<file path="src/rtl/rail_fault_status.sv">
module rail_fault_status #(
  parameter int N_RAILS = 16
) (
  input  logic               clk,
  input  logic               rst_n,
  input  logic               bus_fault_i,
  input  logic [1:0]         bus_cause_i,
  input  logic               rsvd_flag_set_i,
  input  logic [N_RAILS-1:0] rail_alarm_i,
  input  logic               rd_status_i,
  input  logic               rd_rail_lo_i,
  input  logic               rd_rail_hi_i,
  output logic [7:0]         status_o,
  output logic [7:0]         rail_lo_o,
  output logic [7:0]         rail_hi_o
);
  localparam int MASK_W = 16;

  logic [MASK_W-1:0] alarm_w;
  logic [MASK_W-1:0] mask_q;
  logic [MASK_W-1:0] clr_w;
  logic              fault_q;
  logic [1:0]        cause_q;
  logic              any_q;
  logic              sticky_q;
  logic              any_alarm;

  generate
    if (N_RAILS < MASK_W) begin : g_pad
      assign alarm_w = {{(MASK_W-N_RAILS){1'b0}}, rail_alarm_i};
    end else begin : g_full
      assign alarm_w = rail_alarm_i[MASK_W-1:0];
    end
  endgenerate

  assign any_alarm = |rail_alarm_i;
  assign clr_w     = {{8{rd_rail_hi_i}}, {8{rd_rail_lo_i}}};

  always_ff @(posedge clk or negedge rst_n) begin
    if (!rst_n) begin
      fault_q  <= 1'b0;
      cause_q  <= 2'b00;
      any_q    <= 1'b0;
      sticky_q <= 1'b0;
      mask_q   <= '0;
    end else begin
      if (bus_fault_i) begin
        fault_q <= 1'b1;
        cause_q <= bus_cause_i;
      end else if (rd_status_i) begin
        fault_q <= 1'b0;
        cause_q <= 2'b00;
      end
      if (any_alarm)        any_q <= 1'b1;
      else if (rd_status_i) any_q <= 1'b0;
      if (rsvd_flag_set_i) sticky_q <= 1'b1;
      mask_q <= alarm_w | (mask_q & ~clr_w);
    end
  end

  assign status_o  = {fault_q, any_q, sticky_q, 3'b000, cause_q};
  assign rail_lo_o = mask_q[7:0];
  assign rail_hi_o = mask_q[15:8];
endmodule


</file>
<file path="config.mk">
export PLATFORM = sky130hd
export DESIGN_NAME = rail_fault_status
export DESIGN_NICKNAME = d
export VERILOG_FILES = /design/src/rtl/rail_fault_status.sv
export SDC_FILE = /design/constraint.sdc
export NUM_CORES = 1
export LEC_CHECK = 0
export CORE_MARGIN = 5
export CORE_UTILIZATION = 35
export DETAILED_ROUTE_END_ITERATION = 10
export PLACE_DENSITY_LB_ADDON = 0.05
export SLEW_MARGIN = 20
export SYNTH_ARGS = -nofsm -noshare
export SYNTH_HDL_FRONTEND = slang
export SYNTH_SLANG_ARGS = --single-unit
</file>
<file path="constraint.sdc">
create_clock -name clk -period 0.9 [get_ports clk]
set_input_delay 0.18 -clock clk [delete_from_list [all_inputs] [get_ports clk]]
set_output_delay 0.18 -clock clk [all_outputs]
set_load 0.005 [all_outputs]
</file>
==> impl_metrics.ini <==
[synthesis]
netlist_top_cells_area = dfrtp_1, a21o_1, buf_4
synth.distinct_cells = 13
ys_seq_area_share_pct = 67.20
postSynthAreaPerCell_um2 = 13.48
syn-cell-area_um2 = 782.0
yosysWarnings = 0
synth_most_common_cell = dfrtp_1
synth_ff_type = dfrtp_1
synth_edf_count = 0
syn-instance-count = 58
synth_top_area_cell = dfrtp_1
synth-seq-cells = 21
synthTopCellsByCount = dfrtp_1, a21o_1, buf_4, inv_1, nor4_1
async_flop_share_pct = 100.0
synth.top_cell.area_share_pct = 67.20

[critical_path]
worstPathCellList = buf_2
slowest_stage = dfrtp_1
startpoint_type = flop
critPathMaxFanout = 2
reg2reg_from = cause_q[0]
cp.required_ns = 0.72
r2r_cells = 3
critical-path-top-delay-family = flip-flops
end_kind = output port
critPathKind = reg2out
path_buf_inv = 1
slowest_delay_ns = 0.40
r2r-end = cause_q[0]
r2r_setup_slack_ns = -0.02
arrival_ns = 0.83

[flow_run]
cap_viol_max_count = 0

[placement]
place_hpwl_mm = 1.430
io_buffers = 45
gp_congestion = 0.6400
pre_cts_ws_ns = -0.6121

[grt]
first_global_vias = 721
antenna_found_initial = 0
grt_overflow = 0
grt_pass1_wl_mm = 3.139
grt_max_degree = 22
grt_usage_pct = 12.27

[floorplanning]
die_area_um2 = 3280
die_h_um = 57.27
start_util_pct = 36.04
rows = 17
core_um2 = 2170
dieWidth_um = 57.27
ios = 49

[sta]
finalSetupViolCount = 22
rsz0062_at_grt = yes
hold_viol = 0
whs_ns = 0.07550
fin_crit_sh_pct = 111.9
slew_viol_final = 0
fin_skew_ns = 0
fmax_mhz = 992.6
fin_ws_ns = -0.1074
fin_crit_ns = 1.007

[min_path]
hold_path_end = mask_q[10]
holdPathStages = 2
worstHoldPathType = in2reg
hp-start = rail_alarm_i[10]

[finish]
synthToLayoutAreaGrowth_pct = 67.68
drive_gt1_share_pct = 46.34
nFillCells = 205
fin_nets = 149
final_util_pct = 60.44
num_antenna_cells = 0

[cts]
cts_buffers = 3
cts_root_buf = clkbuf_4
clock_latency_ns = 0.29
clk_pin_slew_ns = 0.11
clkSinkCount = 21
cts_tree = yes
cts.htree.levels = 1
clk_path_buf_depth = 2
hold_buffers = 0

[run_status]
status = finished, violations left
failed_checks = negative setup slack

[drt]
via_per_inst = 4.523
routed_wl_mm = 1.934
drcViolationCount = 0
drt_iter0_drc = 5
num_vias = 683
wl_per_cell_um = 12.81
dr.pass1.iters = 4
ant_nets = 0

[pwr]
power_leakage_uw = 0.0006522
ir_worst_vdd_mv = 0.9417
finalPower_uw = 1806
power_density_nw_per_um2 = 1377
## cell type report
type	instances	area (µm²)	share of cell area, %
multi-input cells	30	239.0	18.23
inverters	3	11.26	0.8588
well taps	28	35.03	2.672
repair buffers	65	473.0	36.07
clock inverters	1	5.005	0.3817
flip-flops and latches	21	525.5	40.08
clock buffers	3	22.52	1.718
## power breakdown
part | switching (µW) | total, µW | leakage, µW | internal (µW)
registers | 26.4 | 1030 | 0.000226 | 1000
clock network | 264 | 429 | 0.0000177 | 165
logic | 131 | 350 | 0.000409 | 218
## per-stage QoR
| stage | instances | TNS (ns) | cell area (µm²) |
|---|---|---|---|
| floorplan | 60 | -0.1246 | 789.5 |
| global placement | 135 | -6.224 | 1303 |
| detailed placement | 135 | -6.319 | 1303 |
| CTS | 144 | -2.198 | 1256 |
| global route | 151 | -2.998 | 1311 |
| finish | 151 | -1.871 | 1311 |
## cells in the final DEF (no fill, tap or decap), types with 2 or more instances in the layout
master            n
a22o_1            2
a21o_1           16
clkbuf_2          3
buf_2            24
conb_1            3
nor4_2            2
clkdlybuf4s15_1   6
inv_1             3
dlygate4sd2_1     4
clkdlybuf4s50_1   8
clkbuf_4          3
dfrtp_1          21
buf_4            19
## how the worst max path moves through the flow
stage | cells after the start | from | slack (ns) | to
final | 1 | mask_q[12] | -0.11 | rail_hi_o[4]
after global routing | 1 | any_q | -0.16 | status_o[6]
after CTS | 1 | mask_q[3] | -0.12 | rail_lo_o[3]
after detailed placement | 4 | rail_alarm_i[1] | -0.61 | any_q
after global placement | 3 | rail_alarm_i[12] | -0.61 | any_q
after floorplan | 2 | rail_alarm_i[12] | -0.12 | any_q
## kinds of logic (layout without fill, tap and decap cells)
logic type	count (synthesis)	in the layout	share of synthesized area, %
buffers and inverters	9	72	7.199
DFF	21	21	67.20
AOI/OAI and AO/OA	20	20	19.84
and+or+nand+nor	7	7	5.280
other	1	3	0.4795
## what timing repair did
action	in CTS	in global routing
pin swaps	6	8
setup endpoints to repair	22	23
resized for setup	114	11
setup buffers	5	7
endpoints found under the hold margin	0	0
## registers in the layout, indices dropped and copies added (netlist names)
register	count
mask_q	16
cause_q	2
any_q	1
fault_q	1
sticky_q	1
## metal layers
metal  GRT usage [%]  up-vias  share of wire [%]
li1                -      327                  -
met1           13.02      325                 39
met2           22.19       29                 51
met3           5.430        2                9.7
met4           2.980        0               0.88
met5               0        -                  0
Power figures use the tool's default switching activity.
